<file path="src/rtl/sparse_xlate_pkg.sv">
package sparse_xlate_pkg;

    typedef enum logic [2:0] {
        ST_IDLE,
        ST_DECODE,
        ST_ISSUE,
        ST_WAIT_DATA,
        ST_RETURN
    } xl_state_e;

    typedef enum logic [1:0] {
        LEN_BYTE = 2'b00,
        LEN_WORD = 2'b01,
        LEN_TRI  = 2'b10,
        LEN_LONG = 2'b11
    } xfer_len_e;

    // Only offset code that a longword may use.
    localparam logic [1:0] LONG_OFF_CODE = 2'b10;

endpackage

</file>
<file path="src/rtl/sparse_lane_decode.sv">
module sparse_lane_decode
    import sparse_xlate_pkg::*;
#(
    parameter int BE_W = 4,
    localparam int OFF_W = $clog2(BE_W),
    localparam int CNT_W = OFF_W + 1
) (
    input  logic [1:0]       len_code,
    input  logic [OFF_W-1:0] off_code,
    output logic [BE_W-1:0]  be_n,
    output logic [OFF_W-1:0] lane,
    output logic [CNT_W-1:0] nbytes,
    output logic             legal
);

    always_comb begin
        nbytes = CNT_W'(len_code) + CNT_W'(1);
        if (len_code == LEN_LONG) begin
            // A longword always uses lane 0; its offset field must hold one fixed code.
            lane  = '0;
            legal = (off_code == OFF_W'(LONG_OFF_CODE));
        end else begin
            lane  = off_code;
            legal = ((int'(off_code) + int'(nbytes)) <= BE_W);
        end
        for (int i = 0; i < BE_W; i++) begin
            be_n[i] = !(legal && (i >= int'(lane)) &&
                        (i < (int'(lane) + int'(nbytes))));
        end
    end

endmodule

</file>
<file path="src/rtl/sparse_addr_map.sv">
module sparse_addr_map #(
    parameter int PCI_AW  = 32,
    parameter int R1_BITS = 29,
    parameter int R2_BITS = 27,
    parameter int R3_BITS = 26,
    localparam int EXT_W  = PCI_AW - R3_BITS,
    localparam int FLD_W  = PCI_AW - 2
) (
    input  logic [FLD_W-1:0]  lw_field,
    input  logic [1:0]        region,
    input  logic [EXT_W-1:0]  ext_bits,
    output logic [PCI_AW-1:0] pci_addr,
    output logic              region_ok
);

    logic [PCI_AW-1:0] win_mask [4];
    logic [PCI_AW-1:0] base;
    logic [PCI_AW-1:0] ext_full;
    logic [PCI_AW-1:0] sel_mask;

    // One window mask per region code; code 0 opens no window.
    for (genvar r = 0; r < 4; r++) begin : g_win
        if (r == 0) begin : g_none
            assign win_mask[r] = '0;
        end else begin : g_open
            localparam int RB = (r == 1) ? R1_BITS : (r == 2) ? R2_BITS : R3_BITS;
            assign win_mask[r] = {{(PCI_AW - RB){1'b0}}, {RB{1'b1}}};
        end
    end

    assign base      = {lw_field, 2'b00};
    assign ext_full  = {ext_bits, {R3_BITS{1'b0}}};
    assign sel_mask  = win_mask[region];
    assign pci_addr  = (ext_full & ~sel_mask) | (base & sel_mask);
    assign region_ok = (region != 2'd0);

endmodule

</file>
<file path="src/rtl/sparse_lane_steer.sv">
module sparse_lane_steer #(
    parameter int DW = 32,
    localparam int BE_W  = DW / 8,
    localparam int OFF_W = $clog2(BE_W),
    localparam int CNT_W = OFF_W + 1
) (
    input  logic [OFF_W-1:0] lane,
    input  logic [CNT_W-1:0] nbytes,
    input  logic [DW-1:0]    wdata,
    input  logic [DW-1:0]    bus_rdata,
    output logic [DW-1:0]    wr_lanes,
    output logic [DW-1:0]    rd_bytes
);

    for (genvar j = 0; j < BE_W; j++) begin : g_byte
        logic [7:0] wbyte;
        logic [7:0] rbyte;

        always_comb begin
            wbyte = 8'h00;
            if (j >= int'(lane)) begin
                wbyte = wdata[8*(j - int'(lane)) +: 8];
            end
        end

        always_comb begin
            rbyte = 8'h00;
            if ((j < int'(nbytes)) && ((j + int'(lane)) < BE_W)) begin
                rbyte = bus_rdata[8*(j + int'(lane)) +: 8];
            end
        end

        assign wr_lanes[8*j +: 8] = wbyte;
        assign rd_bytes[8*j +: 8] = rbyte;
    end

endmodule

</file>
<file path="src/rtl/sparse_ext_reg.sv">
module sparse_ext_reg #(
    parameter int EXT_W = 6
) (
    input  logic             clk,
    input  logic             rst_n,
    input  logic             we,
    input  logic [EXT_W-1:0] wdata,
    output logic [EXT_W-1:0] q
);

    always_ff @(posedge clk or negedge rst_n) begin
        if (!rst_n) begin
            q <= '0;
        end else if (we) begin
            q <= wdata;
        end
    end

endmodule

</file>
<file path="src/rtl/sparse_xlate.sv">
module sparse_xlate
    import sparse_xlate_pkg::*;
#(
    parameter int CPU_AW  = 40,
    parameter int PCI_AW  = 32,
    parameter int DW      = 32,
    parameter int R1_BITS = 29,
    parameter int R2_BITS = 27,
    parameter int R3_BITS = 26,
    parameter int LEN_LSB = 3,
    localparam int BE_W    = DW / 8,
    localparam int OFF_W   = $clog2(BE_W),
    localparam int CNT_W   = OFF_W + 1,
    localparam int EXT_W   = PCI_AW - R3_BITS,
    localparam int FLD_W   = PCI_AW - 2,
    localparam int OFF_LSB = LEN_LSB + 2,
    localparam int FLD_LSB = OFF_LSB + OFF_W,
    localparam int FLD_MSB = FLD_LSB + FLD_W - 1,
    localparam int IO_BIT  = CPU_AW - 1
) (
    input  logic              clk,
    input  logic              rst_n,
    input  logic              req_valid,
    output logic              req_ready,
    input  logic              req_write,
    input  logic [1:0]        req_region,
    input  logic [CPU_AW-1:0] req_addr,
    input  logic [DW-1:0]     req_wdata,
    input  logic              ext_we,
    input  logic [EXT_W-1:0]  ext_wdata,
    output logic              iss_valid,
    output logic              iss_illegal,
    output logic              iss_write,
    output logic [PCI_AW-1:0] pci_addr,
    output logic [BE_W-1:0]   pci_be_n,
    output logic [DW-1:0]     pci_wdata,
    input  logic              bus_rvalid,
    input  logic [DW-1:0]     bus_rdata,
    output logic              cpu_rvalid,
    output logic [DW-1:0]     cpu_rdata
);

    xl_state_e state_q, state_d;

    // Latched request
    logic             q_write;
    logic [1:0]       q_region;
    logic [1:0]       q_len;
    logic [OFF_W-1:0] q_off;
    logic [FLD_W-1:0] q_field;
    logic [DW-1:0]    q_wdata;
    logic             q_fmt_ok;

    // Issue-phase results
    logic              o_ill;
    logic              o_write;
    logic [PCI_AW-1:0] o_pci;
    logic [BE_W-1:0]   o_be_n;
    logic [DW-1:0]     o_wdata;
    logic [DW-1:0]     o_rdata;

    // Sub-block outputs
    logic [BE_W-1:0]   dec_be_n;
    logic [OFF_W-1:0]  dec_lane;
    logic [CNT_W-1:0]  dec_nbytes;
    logic              dec_legal;
    logic [PCI_AW-1:0] map_pci;
    logic              map_region_ok;
    logic [EXT_W-1:0]  ext_q;
    logic [DW-1:0]     st_wr_lanes;
    logic [DW-1:0]     st_rd_bytes;
    logic              fmt_ok_in;
    logic              access_ill;

    // Address format: I/O marker set, and bits that must be zero are zero.
    assign fmt_ok_in = req_addr[IO_BIT]
                     && (req_addr[LEN_LSB-1:0] == '0)
                     && (req_addr[IO_BIT-1:FLD_MSB+1] == '0);

    sparse_ext_reg #(.EXT_W(EXT_W)) u_ext (
        .clk   (clk),
        .rst_n (rst_n),
        .we    (ext_we),
        .wdata (ext_wdata),
        .q     (ext_q)
    );

    sparse_lane_decode #(.BE_W(BE_W)) u_dec (
        .len_code (q_len),
        .off_code (q_off),
        .be_n     (dec_be_n),
        .lane     (dec_lane),
        .nbytes   (dec_nbytes),
        .legal    (dec_legal)
    );

    sparse_addr_map #(
        .PCI_AW  (PCI_AW),
        .R1_BITS (R1_BITS),
        .R2_BITS (R2_BITS),
        .R3_BITS (R3_BITS)
    ) u_map (
        .lw_field  (q_field),
        .region    (q_region),
        .ext_bits  (ext_q),
        .pci_addr  (map_pci),
        .region_ok (map_region_ok)
    );

    sparse_lane_steer #(.DW(DW)) u_steer (
        .lane      (dec_lane),
        .nbytes    (dec_nbytes),
        .wdata     (q_wdata),
        .bus_rdata (bus_rdata),
        .wr_lanes  (st_wr_lanes),
        .rd_bytes  (st_rd_bytes)
    );

    assign access_ill = !(dec_legal && map_region_ok && q_fmt_ok);

    // State register
    always_ff @(posedge clk or negedge rst_n) begin
        if (!rst_n) begin
            state_q <= ST_IDLE;
        end else begin
            state_q <= state_d;
        end
    end

    // Next-state decision
    always_comb begin
        state_d = state_q;
        unique case (state_q)
            ST_IDLE:      if (req_valid) state_d = ST_DECODE;
            ST_DECODE:    state_d = ST_ISSUE;
            ST_ISSUE:     state_d = (!o_write && !o_ill) ? ST_WAIT_DATA : ST_IDLE;
            ST_WAIT_DATA: if (bus_rvalid) state_d = ST_RETURN;
            ST_RETURN:    state_d = ST_IDLE;
            default:      state_d = ST_IDLE;
        endcase
    end

    // State-driven outputs
    always_comb begin
        req_ready  = 1'b0;
        iss_valid  = 1'b0;
        cpu_rvalid = 1'b0;
        unique case (state_q)
            ST_IDLE:      req_ready  = 1'b1;
            ST_DECODE:    ;
            ST_ISSUE:     iss_valid  = 1'b1;
            ST_WAIT_DATA: ;
            ST_RETURN:    cpu_rvalid = 1'b1;
            default:      ;
        endcase
    end

    // Request capture
    always_ff @(posedge clk or negedge rst_n) begin
        if (!rst_n) begin
            q_write  <= 1'b0;
            q_region <= '0;
            q_len    <= '0;
            q_off    <= '0;
            q_field  <= '0;
            q_wdata  <= '0;
            q_fmt_ok <= 1'b0;
        end else if (state_q == ST_IDLE && req_valid) begin
            q_write  <= req_write;
            q_region <= req_region;
            q_len    <= req_addr[LEN_LSB +: 2];
            q_off    <= req_addr[OFF_LSB +: OFF_W];
            q_field  <= req_addr[FLD_MSB:FLD_LSB];
            q_wdata  <= req_wdata;
            q_fmt_ok <= fmt_ok_in;
        end
    end

    // Result registers
    always_ff @(posedge clk or negedge rst_n) begin
        if (!rst_n) begin
            o_ill   <= 1'b0;
            o_write <= 1'b0;
            o_pci   <= '0;
            o_be_n  <= '1;
            o_wdata <= '0;
            o_rdata <= '0;
        end else begin
            if (state_q == ST_DECODE) begin
                o_ill   <= access_ill;
                o_write <= q_write;
                o_pci   <= access_ill ? '0 : map_pci;
                o_be_n  <= access_ill ? '1 : dec_be_n;
                o_wdata <= (access_ill || !q_write) ? '0 : st_wr_lanes;
            end
            if (state_q == ST_WAIT_DATA && bus_rvalid) begin
                o_rdata <= st_rd_bytes;
            end
        end
    end

    assign iss_illegal = o_ill;
    assign iss_write   = o_write;
    assign pci_addr    = o_pci;
    assign pci_be_n    = o_be_n;
    assign pci_wdata   = o_wdata;
    assign cpu_rdata   = o_rdata;

endmodule

</file>
<file path="config.mk">
export PLATFORM = sky130hd
export DESIGN_NAME = sparse_xlate
export DESIGN_NICKNAME = d
export VERILOG_FILES = /design/src/rtl/sparse_xlate_pkg.sv /design/src/rtl/sparse_lane_decode.sv /design/src/rtl/sparse_addr_map.sv /design/src/rtl/sparse_lane_steer.sv /design/src/rtl/sparse_ext_reg.sv /design/src/rtl/sparse_xlate.sv
export SDC_FILE = /design/constraint.sdc
export NUM_CORES = 1
export LEC_CHECK = 0
export BUFFER_PORTS_ARGS = -buffer_cell sky130_fd_sc_hd__buf_2
export CORE_UTILIZATION = 50
export CTS_CLUSTER_DIAMETER = 80
export DETAILED_ROUTE_END_ITERATION = 8
export PLACE_DENSITY = 0.77
export SLEW_MARGIN = 20
export SYNTH_ARGS = -nofsm -noshare
export SYNTH_HDL_FRONTEND = slang
export SYNTH_SLANG_ARGS = --single-unit
</file>
<file path="constraint.sdc">
create_clock -name clk -period 7.2 [get_ports clk]
set_input_delay 0.36 -clock clk [delete_from_list [all_inputs] [get_ports clk]]
set_output_delay 0.36 -clock clk [all_outputs]
set_load 0.05 [all_outputs]
</file>
After elaboration in Yosys (flattened, before gate mapping)
Cells that the tools add are included.
{ "totals": {"reg_bits": 181, "in_bits": 118, "out_inout_bits": 105, "elab_cells": 117} }
{ "op_classes": {"add_sub_neg": 10, "n_lt_le_gt_ge": 17, "eq_ne": 8, "n_shift": 8, "muxes": 22, "n_bitwise": 5, "n_reduce_logical": 32} }
{ "op_table": {"columns": ["cell", "count"], "rows": [
  ["32-bit by 32-bit variable part select with 8-bit output", 7],
  ["32-bit two-way mux", 4],
  ["32-bit by 4-bit < comparator with 1-bit output, second input constant", 3],
  ["32-bit bitwise AND", 2],
  ["32-bit binary-select mux with 2-bit select", 1],
  ["3-bit by 32-bit < comparator with 1-bit output, first input constant", 2],
  ["8-bit two-way mux", 7],
  ["32-bit by 4-bit <= comparator with 1-bit output, second input constant", 1],
  ["1-bit by 32-bit < comparator with 1-bit output, first input constant", 1],
  ["2-bit by 32-bit < comparator with 1-bit output, first input constant", 1],
  ["32-bit inverter", 1],
  ["32-bit bitwise OR", 1],
  ["32-bit by 6-bit variable part select with 8-bit output", 1],
  ["1-bit logical AND", 18],
  ["3-bit case mux with 4 select lines", 1],
  ["2-bit by 3-bit adder with 4-bit output", 2],
  ["1-bit zero test", 8],
  ["2-bit by 2-bit adder with 3-bit output, first input constant", 2],
  ["3-bit by 2-bit equality test with 1-bit output, second input constant", 2],
  ["3-bit zero test", 2],
  ["1-bit by 3-bit < comparator with 1-bit output, first input constant", 2],
  ["2-bit by 3-bit < comparator with 1-bit output, first input constant", 2],
  ["3-bit two-way mux", 2],
  ["1-bit by 2-bit subtractor with 3-bit output, first input constant", 2],
  ["19 further kinds", 27]
]} }

Logic depth before layout (Yosys ltp)
Gate-level depths: netlist of run 1.
{ "depth": {"depth_word": 9, "depth_mapped": 11, "depth_no_buf": 8} }

Modules after synthesis
A second synthesis of run 1 with hierarchy kept.
{ "hier_totals": {"hier_cells": 668, "area_unflattened_um2": 8828.5} }
{ "modules_own_cells": {"columns": ["mod", "instances", "cells_per_inst", "area_each_um2", "seq_area_each_um2"], "rows": [
  ["sparse_xlate", 1, 400, 6481.2, 4384.2],
  ["sparse_lane_steer", 1, 183, 1496.4, 0.0],
  ["sparse_addr_map", 1, 41, 336.6, 0.0],
  ["sparse_lane_decode", 1, 31, 262.8, 0.0],
  ["sparse_ext_reg", 1, 13, 251.5, 150.1]
]} }

Worst setup path after synthesis of run 1
No wires, ideal clock.
{ "synth_timing": {"path_kind": "flip-flop to flip-flop", "from": "register q_len[0]", "to": "register o_wdata[7] (netlist: pci_wdata[7])", "arrival_ps": 2358, "t_required_ps": 7078, "slack_ps": 4721, "stages_incl_launch_ff": 10, "n_path_buf": 4, "period_less_slack_ps": 2479, "cell_sequence": "dfrtp_1 > ha_1 > nor2b_1 > buf_2 > clkbuf_1 > ha_1 > buf_2 > buf_2 > mux2i_1 > a32o_1"} }
{ "synth_via": {"elab_chain_cells": 9} }
{ "synth_rtl": {"columns": ["item", "line", "source"], "rows": [
  ["start: declaration", "sparse_xlate.sv:48", "logic [1:0] q_len;"],
  ["start signal: assignment", "sparse_xlate.sv:171", "q_len <= req_addr[LEN_LSB +: 2];"],
  ["2-bit by 1-bit adder with 3-bit output", "sparse_lane_decode.sv:17", "nbytes = CNT_W'(len_code) + CNT_W'(1);"],
  ["2-bit by 3-bit adder with 4-bit output", "sparse_lane_decode.sv:24", "legal = ((int'(off_code) + int'(nbytes)) <= BE_W);"],
  ["32-bit by 4-bit <= comparator with 1-bit output", "sparse_lane_decode.sv:24", null],
  ["1-bit two-way mux", "sparse_lane_decode.sv:18", "if (len_code == LEN_LONG) begin"],
  ["1-bit logical AND (2 in series)", "sparse_xlate.sv:119", "assign access_ill = !(dec_legal && map_region_ok && q_fmt_ok);"],
  ["1-bit zero test", "sparse_xlate.sv:119", null],
  ["1-bit logical OR", "sparse_xlate.sv:194", "o_wdata <= (access_ill || !q_write) ? '0 : st_wr_lanes;"],
  ["32-bit two-way mux (*)", "sparse_xlate.sv:194", null],
  ["end signal: assignment", "sparse_xlate.sv:194", null],
  ["end: declaration", "sparse_xlate.sv:59", "logic [DW-1:0] o_wdata;"]
]} }
Every way passes the cells marked *; elsewhere a longest branch is shown, timed or not.
A chain may end at the register's enable or synchronous reset.

Worst setup path in the final report of run 1
{ "layout_timing": {"from": "register q_len[0]", "to": "register o_wdata[12] (netlist: pci_wdata[12])"} }
Same word-level chain as after synthesis.

==> results of run 1 <==
## worst max-delay path, stage by stage, from the launching register on
cell,delay (ns)
dfrtp_1,0.44
inv_1,0.11
ha_1,0.38
fa_1,0.50
o21bai_1,0.27
o221ai_4,0.21
nor2_4,0.56
a32o_1,0.28
## logic make-up after synthesis
logic type	count (synthesis)	synth area share, %
flip-flops	176	55.3
multiplexers	132	19.0
AO/OA/AOI/OAI	117	12.6
AND/OR/NAND/NOR	104	6.63
buffers and inverters	52	4.04
adder cells (fa/ha/maj)	13	2.23
other	1	0.0471
XOR/XNOR	1	0.110
## layout make-up
type	count	area (um2)	area share [%]
Multi-Input combinational cell	369	3260	33.6
Clock inverter	12	134	1.38
Sequential cell	176	4410	45.5
Clock buffer	19	443	4.57
Timing Repair Buffer	222	1150	11.9
Inverter	8	32.5	0.336
Tap cell	211	264	2.72
## report_power, final
part / total (mW) / internal [mW] / switching, mW
Combinational: 2.12 / 0.828 / 1.29
Sequential: 1.52 / 1.29 / 0.226
Clock: 0.908 / 0.521 / 0.387
Total: 4.54 / 2.64 / 1.90
## registers in the layout, summed over array words and instances, names as in the netlist, 3 cells and up
name,flops
state_q,3
u_ext.q,6
pci_addr,30
cpu_rdata,32
q_field,27
pci_wdata,32
pci_be_n,4
q_wdata,32
## placed cells by master (no fill, tap or decap), types with 2 or more instances in the layout
master | Yosys | layout
buf_2 | 18 | 216
clkinv_2 | 0 | 3
clkinvlp_4 | 0 | 2
nor3_1 | 3 | 3
buf_4 | 7 | 4
a22o_1 | 62 | 62
dfstp_2 | 4 | 4
ha_1 | 11 | 11
nor2_1 | 10 | 9
nand2_1 | 64 | 64
mux2_2 | 76 | 76
nor2b_1 | 5 | 3
a21oi_1 | 7 | 7
mux2i_1 | 48 | 48
nor3_2 | 2 | 2
dfrtp_1 | 172 | 172
clkinv_4 | 0 | 2
nor2_4 | 1 | 2
a31oi_1 | 2 | 2
nand3_1 | 8 | 8
clkbuf_16 | 0 | 17
o2bb2ai_1 | 8 | 8
a32o_1 | 24 | 24
o21ai_1 | 8 | 8
inv_1 | 6 | 6
conb_1 | 1 | 2
fa_1 | 2 | 2
mux4_2 | 8 | 8
inv_6 | 0 | 3
bufinv_16 | 0 | 2
## layer usage
layer  routed length (um)  part of all wire (%)  vias to the layer above
li1                     -                     -                     2593
met1                 7950                    42                     2900
met2                 9360                    49                      234
met3                 1530                   8.0                       24
met4                  235                   1.2                        4
met5                   27                  0.14                        -
## path summary, 6_finish.rpt
kind / startpoint / to / slack, ns
worst min-delay path: rst_n / cpu_rdata[10]$_DFFE_PN0P_ / 0.02
min in group clk: req_wdata[9] / q_wdata[9]$_DFFE_PN0P_ / 0.16
worst max-delay path: q_len[0]$_DFFE_PN0P_ / pci_wdata[12]$_DFFE_PN0P_ / 4.36
max in group asynchronous: rst_n / cpu_rdata[28]$_DFFE_PN0P_ / 5.64
worst max register to register: q_len[0]$_DFFE_PN0P_ / pci_wdata[12]$_DFFE_PN0P_ / 4.36
worst min register to register: cpu_rdata[16]$_DFFE_PN0P_ / cpu_rdata[16]$_DFFE_PN0P_ / 0.49
## stage by stage
| step | cell area, um2 | setup slack, ns | power [mW] | util [%] |
|---|---|---|---|---|
| detailed placement | 9090 | 4.06 | 3.63 | 59.1 |
| global placement | 9090 | 4.16 | 3.52 | 59.1 |
| floorplan | 7970 | 4.72 | 3.17 | - |
| finish | 9690 | 4.36 | 4.54 | 63.0 |
| global route | 9690 | 4.19 | 4.80 | 63.0 |
| CTS | 9660 | 4.02 | 4.55 | 62.9 |
==> flow_summary.yaml, run 1 <==
status:
  outcome: "finished, final reports clean"
global_routing:
  grt_pass1_wl_um: 30700
  grt-busiest-layer: "met2"
  gr-usage-met3_pct: 8.56
  use_met2_pct: 40.6
  grt_max_degree: 105
  use_met1_pct: 30.8
  grt_usage_pct: 24.6
  antenna_found_initial: 2
  grt_pass1_vias: 6031
  grt-ovfl-total: 0
die:
  die-area_um2: 16400
  ios: 223
  initial_core_util_pct: 51.8
  die_x_um: 128
  core-area_um2: 15400
  rows: 45
  die_h_um: 128
clock_network:
  cts.htree.levels: 4
  cts_resized: 0
  cts.clk_slew.worst_paths_ns: 0.06
  clkLatencyLatePin_ns: 0.43
  clock-root-buffer: "clkbuf_16"
  post_cts_buffers: 0
  numCtsBuffers: 17
  clockBufferDepth: 2
  cts_tree: "yes"
  cts_hold_buffers: 0
  cts_sinks: 176
worst_setup_path:
  cp-end-kind: "flop"
  worstSetupPathType: "flop to flop"
  cp.required_ns: 7.56
  rr_worst_depth: 7
  crit_fanout: 24
  critPathLaunchType: "flop"
  cp.arrival_ns: 3.19
yosys:
  syn_area_um2: 7970
  ys.flop_type: "dfrtp_1"
  synthTopCellsByArea: "dfrtp_1 (54%), mux2_2 (11%), a22o_1 (6.8%), mux2i_1 (6.0%), a32o_1 (3.0%)"
  async_flop_share_pct: 100
  synth_seq_cells: 176
  synth_top_area_share_pct: 54.0
  syn_avg_cell_area_um2: 13.4
  yosysWarnings: 0
  yosysSeqAreaShare_pct: 55.3
  synth.largest_area_cell: "dfrtp_1"
  synthMostInstantiatedCell: "dfrtp_1"
  syn-instance-count: 596
  synth.distinct_cells: 47
  synth_edf_count: 0
  yosys-top-cells-count: "dfrtp_1 (172), mux2_2 (76), nand2_1 (64)"
sta:
  drv_slew: 0
  setup_violations: 0
  relSlewSlack_pct: 37.6
  fmax_ghz: 0.353
  tightest_slew_ns: 0.936
  fin_crit_sh_pct: 39.4
  finalClockSkew_ns: 0.00987
  finalHoldWorstSlack_ns: 0.0162
  period_minus_slack_ns: 2.84
  rsz0062_at_grt: "no"
  hold_viol_final: 0
  setup_tns_ns: 0
placed_design:
  placedCellCount: 985
  hpwlAfterDp_um: 12900
  place.gp.congestion: 0.838
  port_buffers: 217
finish:
  instances_no_fill: 1017
  diodes: 0
  fill_cells: 1186
  area_growth_pct: 21.6
  drive_above_1_share_pct: 44.2
  nets: 925
drt:
  drc: 0
  first_pass_iters: 5
  drt-total-wl_um: 19100
  dr_total_vias: 5755
  avgRoutedWirePerCell_um: 18.8
  ant_nets: 0
  viasPerCell: 5.66
  drt_iter0_drc: 359
power_and_ir_drop:
  p_leak_nw: 4.94
  vdd_drop_max_mv: 0.243
  cellPowerDensity_nw_per_um2: 469
run:
  max-cap-violations: 0
min_path:
  hold_path.class: "primary input to asynchronous set/reset pin"
Note: power is estimated with default switching activity, not from simulation.
==> inputs of run 2 (changes only) <==
Settings changed: ABC_AREA from default to 1, PLACE_DENSITY 0.77 to 0.76.
Clock period 7.2 ns to 2.9 ns, I/O delays scaled along.
==> flow_summary.yaml, run 2 <==
finish:
  final_util_pct: 67.1
  drive_above_1_share_pct: 21.8
  layout_common_cells: "nand2_1 (453), buf_2 (216), dfrtp_1 (172)"
  final_common_cell: "nand2_1"
  area_growth_pct: 31.1
  nets: 1484
  diodes: 0
global_routing:
  grt-ovfl-total: 0
  grt_pass1_wl_um: 39700
  antenna_found_initial: 1
  grt_max_degree: 79
  gr-usage-met3_pct: 7.00
  use_met2_pct: 48.4
  grt_pass1_vias: 7941
  use_met1_pct: 36.5
  grt_usage_pct: 28.8
  grt-busiest-layer: "met2"
power_and_ir_drop:
  p_leak_nw: 6.26
  cellPowerDensity_nw_per_um2: 1040
  vdd_drop_max_mv: 0.541
  p_total_mw: 11.5
die:
  die_h_um: 132
  initial_core_util_pct: 51.2
  core-area_um2: 16500
  rows: 47
  die-area_um2: 17400
  die_x_um: 132
  ios: 223
placed_design:
  port_buffers: 217
  place.gp.congestion: 0.890
  hpwlAfterDp_um: 15600
yosys:
  syn-instance-count: 1080
  synth.distinct_cells: 35
  syn_area_um2: 8450
  synth_edf_count: 0
  async_flop_share_pct: 100
  yosys-top-cells-count: "nand2_1 (454), dfrtp_1 (172), nand3_1 (107)"
  synth.largest_area_cell: "dfrtp_1"
  ys.flop_type: "dfrtp_1"
  synthTopCellsByArea: "dfrtp_1 (51%), nand2_1 (20%), nand3_1 (6.3%), o21ai_0 (4.5%), inv_1 (3.1%)"
  syn_avg_cell_area_um2: 7.83
  synthMostInstantiatedCell: "nand2_1"
  yosysSeqAreaShare_pct: 52.2
  synth_seq_cells: 176
  yosysWarnings: 0
  synth_top_area_share_pct: 50.9
clock_network:
  numCtsBuffers: 17
  clockBufferDepth: 2
  cts.htree.levels: 4
  cts_tree: "yes"
  cts_sinks: 176
  cts.clk_slew.worst_paths_ns: 0.07
  clkLatencyLatePin_ns: 0.43
  cts_resized: 0
  clock-root-buffer: "clkbuf_16"
drt:
  ant_nets: 0
  drt-total-wl_um: 24200
  avgRoutedWirePerCell_um: 15.2
  first_pass_iters: 5
  viasPerCell: 5.09
  drt_iter0_drc: 583
  drc: 0
  dr_total_vias: 8069
sta:
  setup_tns_ns: 0
  fmax_ghz: 0.402
  hold_viol_final: 0
  tightest_slew_ns: 0.721
  finalHoldWorstSlack_ns: 0.0111
  period_minus_slack_ns: 2.49
  rsz0062_at_grt: "no"
  setup_violations: 0
  finalClockSkew_ns: 0.00915
  relSlewSlack_pct: 51.9
  fin_crit_sh_pct: 85.8
  drv_slew: 0
status:
  outcome: "finished, final reports clean"
worst_setup_path:
  ff2ff_setup_slack_ns: 0.41
  cp_slowest_stage_delay_ns: 0.49
  crit_chain: "inv_1 -> ha_1 -> fa_1 -> nor2_1 -> nor2_1 -> nand2_2 -> nand3_4 -> inv_2 -> nand2_1 -> nand2_1"
  crit_slowest_cell: "fa_1"
  critPathLaunchType: "flop"
  cp.arrival_ns: 2.86
  cp.required_ns: 3.27
  worstSetupPathType: "flop to flop"
  crit_fanout: 24
  cp-end-kind: "flop"
run:
  max-cap-violations: 0
min_path:
  hold_path.class: "primary input to flop"
## run 2: changes by cell type in the layout (fill, tap and decap cells not counted), moves of 22 or more
cell | before | now
a21oi_1 | 7 | 29
a22o_1 | 62 | 0
a32o_1 | 24 | 0
dlygate4sd3_1 | 0 | 76
inv_1 | 6 | 70
mux2_2 | 76 | 0
mux2i_1 | 48 | 1
nand2_1 | 64 | 453
nand3_1 | 8 | 107
nor2_1 | 9 | 44
o21ai_0 | 1 | 76
## run 2: logic make-up (layout without fill, tap and decap cells)
logic type / after synthesis / in the layout / share of synthesized area [%]
AO/OA/AOI/OAI: 128 / 128 / 8.04
adder cells (fa/ha/maj): 13 / 13 / 2.10
buffers and inverters: 134 / 419 / 6.90
flip-flops: 176 / 176 / 52.2
multiplexers: 1 / 1 / 0.118
other: 1 / 2 / 0.0444
AND/OR/NAND/NOR: 627 / 627 / 30.6
## run 2: metal layers
layer | up-vias | wire (um)
li1 | 3942 | -
met1 | 3786 | 10200
met3 | 31 | 1780
met2 | 308 | 11800
met5 | - | 10
met4 | 2 | 406
## run 2: where the power goes
group / leakage, nW / switching [mW] / internal [mW] / total (mW)
registers: 2.25 / 0.419 / 3.14 / 3.56
logic: 3.70 / 3.89 / 1.58 / 5.47
clock network: 0.311 / 1.02 / 1.48 / 2.50
total: 6.26 / 5.33 / 6.21 / 11.5
## run 2: final cells by class
cell class / count / area, um2
inverters: 77 / 290
repair buffers: 310 / 1990
flip-flops and latches: 176 / 4410
clock buffers: 18 / 439
fillers: 1384 / 5440
multi-input cells: 771 / 3470
well taps: 220 / 275
clock inverters: 14 / 203
## run 2: per-stage QoR
step	instance area (um2)	worst slack, ns	instances
2_1_floorplan	8460	0.534	1081
3_3_place_gp	9680	0.487	1478
3_5_place_dp	9680	0.426	1478
4_1_cts	11100	0.411	1586
5_1_grt	11100	0.129	1586
6_report	11100	0.411	1586
## run 2: critical path, delay by kind of cell (launching register included)
kind	cells	cell delay [ns]
flops	1	0.42
buf+inv	2	0.49
simple gates	6	0.63
fa+ha+maj	2	0.87
## run 2: final timing paths
| check | from | endpoint | cells past startpoint |
|---|---|---|---|
| worst max-delay path | q_len[0]$_DFFE_PN0P_ | pci_addr[14]$_DFFE_PN0P_ | 10 |
| worst min-delay path | req_addr[3] | q_len[0]$_DFFE_PN0P_ | 3 |
| worst max register to register | q_len[0]$_DFFE_PN0P_ | pci_addr[14]$_DFFE_PN0P_ | 10 |
| worst min register to register | q_field[1]$_DFFE_PN0P_ | pci_addr[3]$_DFFE_PN0P_ | 2 |
| max in group asynchronous | rst_n | pci_be_n[1]$_DFFE_PN1P_ | 3 |
| min in group asynchronous | rst_n | cpu_rdata[23]$_DFFE_PN0P_ | 2 |
## run 2: what timing repair did
action	in CTS	in global routing
setup buffers	0	0
hold endpoints to repair	150	0
hold buffers	76	0
